$ cat src/rtl/afc_pkg.sv
package afc_pkg;
  // Number of system clocks in one word-select period.
  function automatic int unsigned frame_len(input int unsigned cnt_w);
    return 32'd1 << cnt_w;
  endfunction

  // Bit clock periods per frame for a given counter width and tap.
  function automatic int unsigned bclk_per_frame(input int unsigned cnt_w,
                                                 input int unsigned tap);
    return 32'd1 << (cnt_w - 1 - tap);
  endfunction

  // Legal configuration: bit clock tap strictly below the frame tap.
  function automatic bit cfg_ok(input int unsigned cnt_w,
                                input int unsigned tap);
    return (cnt_w >= 2) && (tap < cnt_w - 1);
  endfunction
endpackage

$ cat src/rtl/afc_divider.sv
module afc_divider #(
  parameter int unsigned CNT_W    = 8,
  parameter int unsigned BCLK_TAP = 2
) (
  input  logic clk,
  input  logic rst,
  input  logic hold,
  output logic bclk_tap,
  output logic lrck_tap
);
  localparam int unsigned LR_BIT = CNT_W - 1;

  logic [CNT_W-1:0] cnt;

  always_ff @(posedge clk) begin
    if (rst || hold) cnt <= '0;
    else             cnt <= cnt + {{(CNT_W-1){1'b0}}, 1'b1};
  end

  assign bclk_tap = cnt[BCLK_TAP];
  assign lrck_tap = cnt[LR_BIT];

  // counter advances by one each cycle in master role
  assert_count_step_R1: assert property (@(posedge clk) disable iff (rst)
    (!hold) |=> (cnt == CNT_W'($past(cnt) + 1'b1)));

  // counter held at zero in slave role
  assert_slave_hold_R5: assert property (@(posedge clk) disable iff (rst)
    hold |=> (cnt == '0));
endmodule

$ cat src/rtl/afc_sync.sv
module afc_sync #(
  parameter int unsigned STAGES = 2
) (
  input  logic clk,
  input  logic rst,
  input  logic din,
  output logic dout
);
  logic [STAGES-1:0] chain;

  generate
    for (genvar g = 0; g < STAGES; g++) begin : g_stage
      if (g == 0) begin : g_first
        always_ff @(posedge clk) begin
          if (rst) chain[0] <= 1'b0;
          else     chain[0] <= din;
        end
      end else begin : g_next
        always_ff @(posedge clk) begin
          if (rst) chain[g] <= 1'b0;
          else     chain[g] <= chain[g-1];
        end
      end
    end
  endgenerate

  assign dout = chain[STAGES-1];
endmodule

$ cat src/rtl/afc_edge.sv
module afc_edge (
  input  logic clk,
  input  logic rst,
  input  logic lvl,
  output logic rise,
  output logic fall
);
  logic prev;

  always_ff @(posedge clk) begin
    if (rst) prev <= 1'b0;
    else     prev <= lvl;
  end

  assign rise = lvl & ~prev;
  assign fall = ~lvl & prev;

  // a rise strobe is never repeated in the following cycle
  assert_rise_one_wide_R3: assert property (@(posedge clk) disable iff (rst)
    rise |=> !rise);
endmodule

$ cat src/rtl/audio_frame_clk.sv
module audio_frame_clk #(
  parameter int unsigned CNT_W       = 8,
  parameter int unsigned BCLK_TAP    = 2,
  parameter int unsigned SYNC_STAGES = 2
) (
  input  logic clk,
  input  logic rst,
  input  logic slave_mode,
  input  logic bclk_in,
  input  logic lrck_in,
  output logic bclk_out,
  output logic lrck_out,
  output logic bclk_rise,
  output logic bclk_fall,
  output logic lrck_rise,
  output logic lrck_fall,
  output logic right_ch,
  output logic frame_start
);
  import afc_pkg::*;

  localparam bit CFG_OK = cfg_ok(CNT_W, BCLK_TAP);

  initial begin
    if (!CFG_OK) $display("audio_frame_clk: bit clock tap must lie below frame tap");
  end

  logic div_bclk, div_lrck;
  logic syn_bclk, syn_lrck;
  logic lvl_bclk, lvl_lrck;

  afc_divider #(.CNT_W(CNT_W), .BCLK_TAP(BCLK_TAP)) u_div (
    .clk(clk), .rst(rst), .hold(slave_mode),
    .bclk_tap(div_bclk), .lrck_tap(div_lrck)
  );

  afc_sync #(.STAGES(SYNC_STAGES)) u_sync_b (
    .clk(clk), .rst(rst), .din(bclk_in), .dout(syn_bclk)
  );

  afc_sync #(.STAGES(SYNC_STAGES)) u_sync_l (
    .clk(clk), .rst(rst), .din(lrck_in), .dout(syn_lrck)
  );

  assign lvl_bclk = slave_mode ? syn_bclk : div_bclk;
  assign lvl_lrck = slave_mode ? syn_lrck : div_lrck;

  afc_edge u_edge_b (
    .clk(clk), .rst(rst), .lvl(lvl_bclk), .rise(bclk_rise), .fall(bclk_fall)
  );

  afc_edge u_edge_l (
    .clk(clk), .rst(rst), .lvl(lvl_lrck), .rise(lrck_rise), .fall(lrck_fall)
  );

  assign bclk_out    = slave_mode ? 1'b0 : div_bclk;
  assign lrck_out    = slave_mode ? 1'b0 : div_lrck;
  assign right_ch    = lvl_lrck;
  assign frame_start = lrck_rise | lrck_fall;

  // in master role a bit clock rise strobe coincides with a high bit clock
  assert_bclk_rise_level_R3: assert property (@(posedge clk) disable iff (rst)
    (!slave_mode && bclk_rise) |-> bclk_out);

  // a frame start always marks a change of channel
  assert_frame_on_change_R6: assert property (@(posedge clk) disable iff (rst)
    frame_start |-> (right_ch != $past(right_ch)));

  // after a full cycle in slave role the generated clocks are quiet
  assert_quiet_outs_R5: assert property (@(posedge clk) disable iff (rst)
    ($past(slave_mode) && !slave_mode) |-> (!bclk_out && !lrck_out));

  // word-select changes only when the bit clock has just fallen (master)
  assert_lr_on_bfall_R2: assert property (@(posedge clk) disable iff (rst)
    (!slave_mode && (lrck_rise || lrck_fall)) |-> bclk_fall);
endmodule

$ cat config.mk
export PLATFORM = sky130hd
export DESIGN_NAME = audio_frame_clk
export DESIGN_NICKNAME = d
export VERILOG_FILES = /design/src/rtl/afc_pkg.sv /design/src/rtl/afc_divider.sv /design/src/rtl/afc_sync.sv /design/src/rtl/afc_edge.sv /design/src/rtl/audio_frame_clk.sv
export SDC_FILE = /design/constraint.sdc
export NUM_CORES = 1
export LEC_CHECK = 0
export ABC_AREA = 1
export BUFFER_PORTS_ARGS = -buffer_cell sky130_fd_sc_hd__buf_2
export CORE_AREA = 4 4 41 43
export DETAILED_ROUTE_END_ITERATION = 8
export DIE_AREA = 0 0 45 47
export PLACE_DENSITY = 0.67
export SYNTH_ARGS = -nofsm -noshare
export SYNTH_HDL_FRONTEND = slang
export SYNTH_SLANG_ARGS = --single-unit
$ cat constraint.sdc
create_clock -name clk -period 0.88 [get_ports clk]
set_input_delay 0.132 -clock clk [delete_from_list [all_inputs] [get_ports clk]]
set_output_delay 0.132 -clock clk [all_outputs]
set_load 0.05 [all_outputs]
After elaboration in Yosys (flattened, before gate mapping)
Index checks and enable logic that the tools add are counted.

storage, ports and cells
  bits in latches = 0
  memories = 0
  logic and storage cells = 22
  register bits after elaboration = 14
  bits of input ports = 5
  output and inout port bits = 8
  memory bits (writable) = 0
  ROM bits = 0

cells by class
  reductions and logical operators = 1
  multiply operators = 0
  $add $sub $neg = 1
  shifts and indexed selects = 0
  $lt $le $gt $ge = 0
  divide/modulo/power cells = 0
  equality and inequality tests = 0
  bitwise operators = 9
  muxes and demuxes = 4

operator list
  operator               number
  $add A8 B1 Y8 const B  1
  $and A1 B1 Y1          4
  $mux W1                4
  $not A1 Y1             4
  $logic_or A1 B1 Y1     1
  $or A1 B1 Y1           1

Logic depth before layout (Yosys ltp)
Gate-level depths: netlist of run 1.

  depth after elaboration = 4
  mapped depth = 6
  depth with buffers taken out = 6

Modules after synthesis
Synthesis of run 1 repeated with hierarchy kept, for this count alone.

second synthesis, totals
  cells, all modules = 81
  area total of the unflattened synthesis = 580.6 um^2

modules (own cells, without submodules)
  module           times used  cells an instance  area an instance (um^2)
  afc_divider      1           47                 347.8
  afc_sync         2           6                  55.1
  afc_edge         2           6                  38.8
  audio_frame_clk  1           10                 45.0

Worst setup path after synthesis of run 1
No wires, ideal clock.

  path type = flip-flop to output port
  start = register u_div.cnt[2]
  end = output bclk_rise
  stages on the path, launching flop included = 5
  data required time = 748 ps
  arrival = 1613 ps
  setup slack = -865 ps
  cell sequence = dfxtp_1 inv_1 nor2_2 a21oi_2 nor2_1

between the ends
  longest elaborated chain between the ends = 2

ends and longest elaborated chain
  item                      line                   source
  start: declaration        afc_divider.sv:13      logic [CNT_W-1:0] cnt;
  start signal: assignment  afc_divider.sv:17      else cnt <= cnt + {{(CNT_W-1){1'b0}}, 1'b1};
  $mux W1                   audio_frame_clk.sv:45  assign lvl_bclk = slave_mode ? syn_bclk : div_bclk;
  $and A1 B1 Y1             afc_edge.sv:15         assign rise = lvl & ~prev;
  end: declaration          audio_frame_clk.sv:13  output logic bclk_rise,

No other way between the ends.

Worst setup path in the final report of run 1
  start = register u_div.cnt[7]
  end = output frame_start

between the ends
  longest elaborated chain between the ends = 4

ends and longest elaborated chain
  item              line                   source
  $mux W1 (*)       audio_frame_clk.sv:46  assign lvl_lrck = slave_mode ? syn_lrck : div_lrck;
  $not A1 Y1        afc_edge.sv:16         assign fall = ~lvl & prev;
  $and A1 B1 Y1     afc_edge.sv:16
  $or A1 B1 Y1 (*)  audio_frame_clk.sv:59  assign frame_start = lrck_rise | lrck_fall;
  end: declaration  audio_frame_clk.sv:18  output logic frame_start

Mark *: on every way between the ends. The rest lies on a longest branch, timed or not.

==> results of run 1 <==
final timing paths:
kind         depth (start not counted)               from           endpoint
max reg2reg                          5       u_div.cnt[0]       u_div.cnt[4]
max                                  6       u_div.cnt[7]        frame_start
min                                  3            bclk_in  u_sync_b.chain[0]
min reg2reg                          2  u_sync_l.chain[0]      u_sync_l.dout
where the power goes:
part	internal, W	leakage, nW	switching, W
Clock	0.000252	0.0210	0.000221
Sequential	0.000645	0.117	0.0000136
Combinational	0.0000599	0.309	0.0000826
timing repair:
item,in CTS,in global routing
hold endpoints to repair,0,0
setup buffers,1,4
pin swaps,7,9
gates resized for setup,33,17
endpoints found under the setup margin,13,14
gates cloned,0,0
cell type report:
type,instances,area (sq um)
Inverter,15,65.1
Tap cell,15,18.8
Sequential cell,14,292
Timing Repair Buffer,23,215
Fill cell,78,275
Multi-Input combinational cell,47,399
Clock buffer,4,36.3
critical path: cells and delay by family, from the launching register on:
family                     cells  cell delay, ns
and+or+nand+nor                2            0.14
buffers and inverters          3            0.26
DFF                            1            0.36
adders and majority gates      1            0.26
kinds of logic (layout without fill, tap and decap cells):
kind of cell    Yosys count  after routing
simple gates             38             38
buf+inv                  15             42
flops                    14             14
compound gates            6              6
fa+ha+maj                 3              3
per-stage QoR:
stage,setup TNS (ns),hold WS [ns]
floorplan,-1.01,0.203
global placement,-1.39,0.333
detailed placement,-1.51,0.340
CTS,-3.20,0.0323
global route,-3.93,0.0585
finish,-3.31,0.0377
per-layer routing:
metal	track usage, %	vias to the layer above	share of wire [%]
met1	15.3	239	41
met5	0	-	0
met2	25.1	12	50
met3	2.68	5	5.1
li1	-	282	-
met4	12.3	0	3.4
cells in the final DEF, fill, tap and decap left out, types with 3 or more instances in the layout:
cell / Yosys / layout
dfxtp_1: 14 / 9
nand2_4: 0 / 3
nand2_1: 12 / 6
inv_1: 15 / 10
buf_2: 0 / 4
nor2_4: 1 / 7
buf_4: 0 / 8
clkbuf_4: 0 / 3
buf_6: 0 / 8
nor2_1: 20 / 14
dfxtp_2: 0 / 3
buf_8: 0 / 3
ha_4: 0 / 3
registers in the layout (all words and copies together), names as in the netlist:
signal and cells:
u_div.cnt 8, u_edge_b.prev 1, u_edge_l.prev 1, u_sync_b.chain 1
u_sync_b.dout 1, u_sync_l.chain 1, u_sync_l.dout 1
==> impl_metrics.toml, run 1 <==
[status]
run_status = "finished with violations"
violations = "setup timing"

[critical_path]
cp-end-kind = "primary output"
worstPathCellList = "nand2_4 > nand2_8 > inv_4 > ha_4 > clkinvlp_4 > buf_6"
crit_slowest_cell = "dfxtp_2"
critPathLaunchType = "flip-flop"
crit_fanout = 2
crit_required_ns = 0.75
arrival_ns = 1.32
path_class = "flip-flop to primary output"
critical_path.max_stage_delay_ns = 0.36
ff2ff_setup_slack_ns = -0.07

[yosys]
syn_nets = 84
synth_edf_count = 0
synth_fa_ha_area_share_pct = 6.59
synth_mux_area_share_pct = 0
syn_inst = 76
synth_area_leaders = "dfxtp_1 49%, nor2_1 13%, inv_1 9.9%"
synth_area_sq_um = 569
synth.top_cells.by_count = "20 x nor2_1, 15 x inv_1, 14 x dfxtp_1, 12 x nand2_1"
synth.avg_cell_area_sq_um = 7.49
synth_ff_type = "dfxtp_1"
async_flop_share_pct = 0
synth-seq-cells = 14
synth_top_area_cell = "dfxtp_1"
yosysWarnings = 0
synth_simple_gate_area_share_pct = 27.9
synth-xor-area-share_pct = 0
synth-compound-area-share_pct = 6.37
synth_top_area_share_pct = 49.2
yosysUniqueCellTypes = 14
yosysSeqAreaShare_pct = 49.2
synthMostInstantiatedCell = "nor2_1"
synth_top_family_by_area = "simple AND/OR/NAND/NOR gates"

[die]
core-area_sq_um = 1300
rows = 13
die_h_um = 47
die_area_sq_um = 2120
die_x_um = 45
ioPinCount = 13
start_util_pct = 43.8

[timing]
finalCritPeriodShare_pct = 165
tightest_slew_ns = 0.177
setup_viol = 12
fmax_mhz = 690
drv_slew = 0
slew_headroom_pct = 88.2
rsz0062_at_grt = "yes"
layout_setup_ws_ns = -0.570
period_needed_ns = 1.45
fin_skew_ns = 0.00220
hold_viol_final = 0

[grt]
grt_pass1_wl_um = 2080
grt_overflow = 0
antenna_found_initial = 0
grt_pass1_vias = 508
grt_use_total_pct = 14.6
grt_max_degree = 9

[route]
wirelength_um = 1310
antenna_left = 0
vias = 538
via_per_inst = 4.56
routedWlPerCell_um = 11.1
drtIter0Drc = 2
drc = 0
dr.pass1.iters = 2

[clock_tree]
cts.sinks = 14
cts_hold_buf = 0
clockBufferDepth = 2
cts_tree = "done"
numCtsBuffers = 3
h-tree-depth = 1
cts.clk_slew.worst_paths_ns = 0.09
clk_latency_ns = 0.29
cts_root_buffer = "clkbuf_4"

[job]
cap_violations = 0

[layout]
fin_nets = 112
num_antenna_cells = 0
final_area_sq_um = 1030
drive_above_1_share_pct = 59.2
fin_util_pct = 78.8
area_delta_synth_final_pct = 80.2
final_cells = 118

[placed_design]
place_area_sq_um = 798
dp.cells = 110
globalplace.congestion = 0.789
place.port_buffers = 12
dpl.hpwl_um = 836
pre_cts_slack_ns = -0.301

[pwr]
power_leakage_nw = 0.447
max-vdd-ir-drop_uv = 980
powerDensity_nw_per_um2 = 1240
total_power_w = 0.00127

[min_path]
hold_class = "input pin to flip-flop"
Power figures use the tool's default switching activity.
==> inputs of run 2 (changes only) <==
--- a/config.mk
+++ b/config.mk
@@ -10,7 +10,8 @@
 export CORE_AREA = 4 4 41 43
 export DETAILED_ROUTE_END_ITERATION = 8
 export DIE_AREA = 0 0 45 47
-export PLACE_DENSITY = 0.67
+export PLACE_DENSITY = 0.64
+export SKIP_CTS_REPAIR_TIMING = 1
 export SYNTH_ARGS = -nofsm -noshare
 export SYNTH_HDL_FRONTEND = slang
 export SYNTH_SLANG_ARGS = --single-unit
==> run 2 against run 1 <==
Against the previous run: the run still ends with setup timing left; cell count shrank 2.5%; sequential share of layout area grew 1.3 points; clock power shrank 26%; via count shrank 3.2%; wire length shrank 9.6%; critical path depth is the same; global-route usage shrank 3.1 points; final area shrank 3.7%; combinational power is essentially flat; worst setup slack gained 0.050 ns.
==> impl_metrics.toml, run 2 (same netlist as run 1, synthesis figures left out) <==
[clock_tree]
clockBufferDepth = 2
cts.sinks = 14
cts_root_buffer = "clkbuf_4"
clk_latency_ns = 0.27
h-tree-depth = 1
cts_tree = "done"
numCtsBuffers = 3
cts.clk_slew.worst_paths_ns = 0.08

[layout]
largest_reg_flops = 8
num_antenna_cells = 0
final_cell_mix = "15 x nor2_1, 10 x inv_1, 9 x dfxtp_1"
area_delta_synth_final_pct = 73.6
fin_nets = 110
final_common_cell = "nor2_1"
fin_util_pct = 76.0
final_cells = 115
drive_above_1_share_pct = 54.0
largest-register = "u_div.cnt"
final_area_sq_um = 988

[min_path]
hold_class = "input pin to flip-flop"
hold_path_depth = 3
min_from = "lrck_in"
holdPathEnd = "u_sync_l.chain[0]"

[placed_design]
place_area_sq_um = 798
dp.cells = 110
globalplace.congestion = 0.673
place.port_buffers = 12
pre_cts_slack_ns = -0.298
dpl.hpwl_um = 840

[pwr]
power_leakage_nw = 0.421
max-vdd-ir-drop_uv = 759
total_power_w = 0.00114
powerDensity_nw_per_um2 = 1160

[critical_path]
crit_required_ns = 0.75
arrival_ns = 1.27
ff2ff_setup_slack_ns = -0.10
cp-end-kind = "primary output"
crit_fanout = 2
r2r_end = "u_div.cnt[6]"
critPathLaunchType = "flip-flop"
r2r_cells = 6
path_class = "flip-flop to primary output"
r2r_start = "u_div.cnt[2]"

[die]
die_area_sq_um = 2120
core-area_sq_um = 1300
die_h_um = 47
start_util_pct = 43.8
rows = 13
ioPinCount = 13
die_x_um = 45

[route]
drtIter0Drc = 8
routedWlPerCell_um = 10.3
drc = 0
via_per_inst = 4.53
dr.pass1.iters = 4
vias = 521
wirelength_um = 1180
antenna_left = 0

[timing]
drv_slew = 0
tightest_slew_ns = 0.166
finalCritPeriodShare_pct = 159
slew_headroom_pct = 88.9
setup_viol = 13
hold_viol_final = 0
fin_skew_ns = 0.00304
rsz0062_at_grt = "yes"
layout_setup_ws_ns = -0.520
fmax_mhz = 714
period_needed_ns = 1.40

[grt]
antenna_found_initial = 0
grt_pass1_vias = 441
grt_use_total_pct = 11.5
grt_pass1_wl_um = 1750
grt_overflow = 0
grt_max_degree = 8

[status]
run_status = "finished with violations"
violations = "setup timing"

[job]
cap_violations = 0
## run 2: cell types whose count changed in the layout (fill, tap and decap cells not counted), sizes merged
cell    change
buf         -2
clkbuf      -1
## run 2: through the flow
| step | setup TNS [ns] | hold WS, ns |
|---|---|---|
| after detailed placement | -1.53 | 0.339 |
| after global placement | -1.39 | 0.331 |
| after floorplan | -1.01 | 0.203 |
| after CTS | -3.99 | 0.0495 |
| after global routing | -3.83 | 0.0706 |
| final | -3.18 | 0.0543 |
## run 2: worst max-delay path, cell delays in order, from the launching register on
cell and delay, ns:
dfxtp_2 0.35, nand2_4 0.07, nand2_8 0.08, inv_6 0.03, ha_4 0.26, clkinvlp_4 0.07, buf_6 0.14
## run 2: layout make-up
class | count | area, sq um
Multi-Input combinational cell | 47 | 380
Fill cell | 93 | 313
Sequential cell | 14 | 294
Timing Repair Buffer | 21 | 208
Inverter | 15 | 65.1
Clock buffer | 3 | 22.5
Tap cell | 15 | 18.8
## run 2: how the worst max path moves through the flow
stage	start	slack [ns]	to	cells past startpoint
after CTS	u_div.cnt[7]	-0.59	frame_start	6
after floorplan	u_div.cnt[2]	-0.32	bclk_rise	4
final	u_div.cnt[7]	-0.52	frame_start	6
after detailed placement	slave_mode	-0.30	frame_start	8
after global routing	u_div.cnt[7]	-0.56	frame_start	6
after global placement	slave_mode	-0.29	frame_start	8
## run 2: power breakdown
part	internal (W)	switching [W]	total (W)
Clock	0.000158	0.000190	0.000348
Combinational	0.0000611	0.0000804	0.000141
Sequential	0.000642	0.0000132	0.000655
Total	0.000861	0.000284	0.00114
## run 2: per-layer routing
layer | track usage [%] | wire, um | vias up
li1 | - | - | 277
met3 | 2.68 | 76 | 0
met2 | 16.7 | 607 | 11
met1 | 15.3 | 498 | 233
met4 | 7.02 | 0 | 0
met5 | 0 | 0 | -
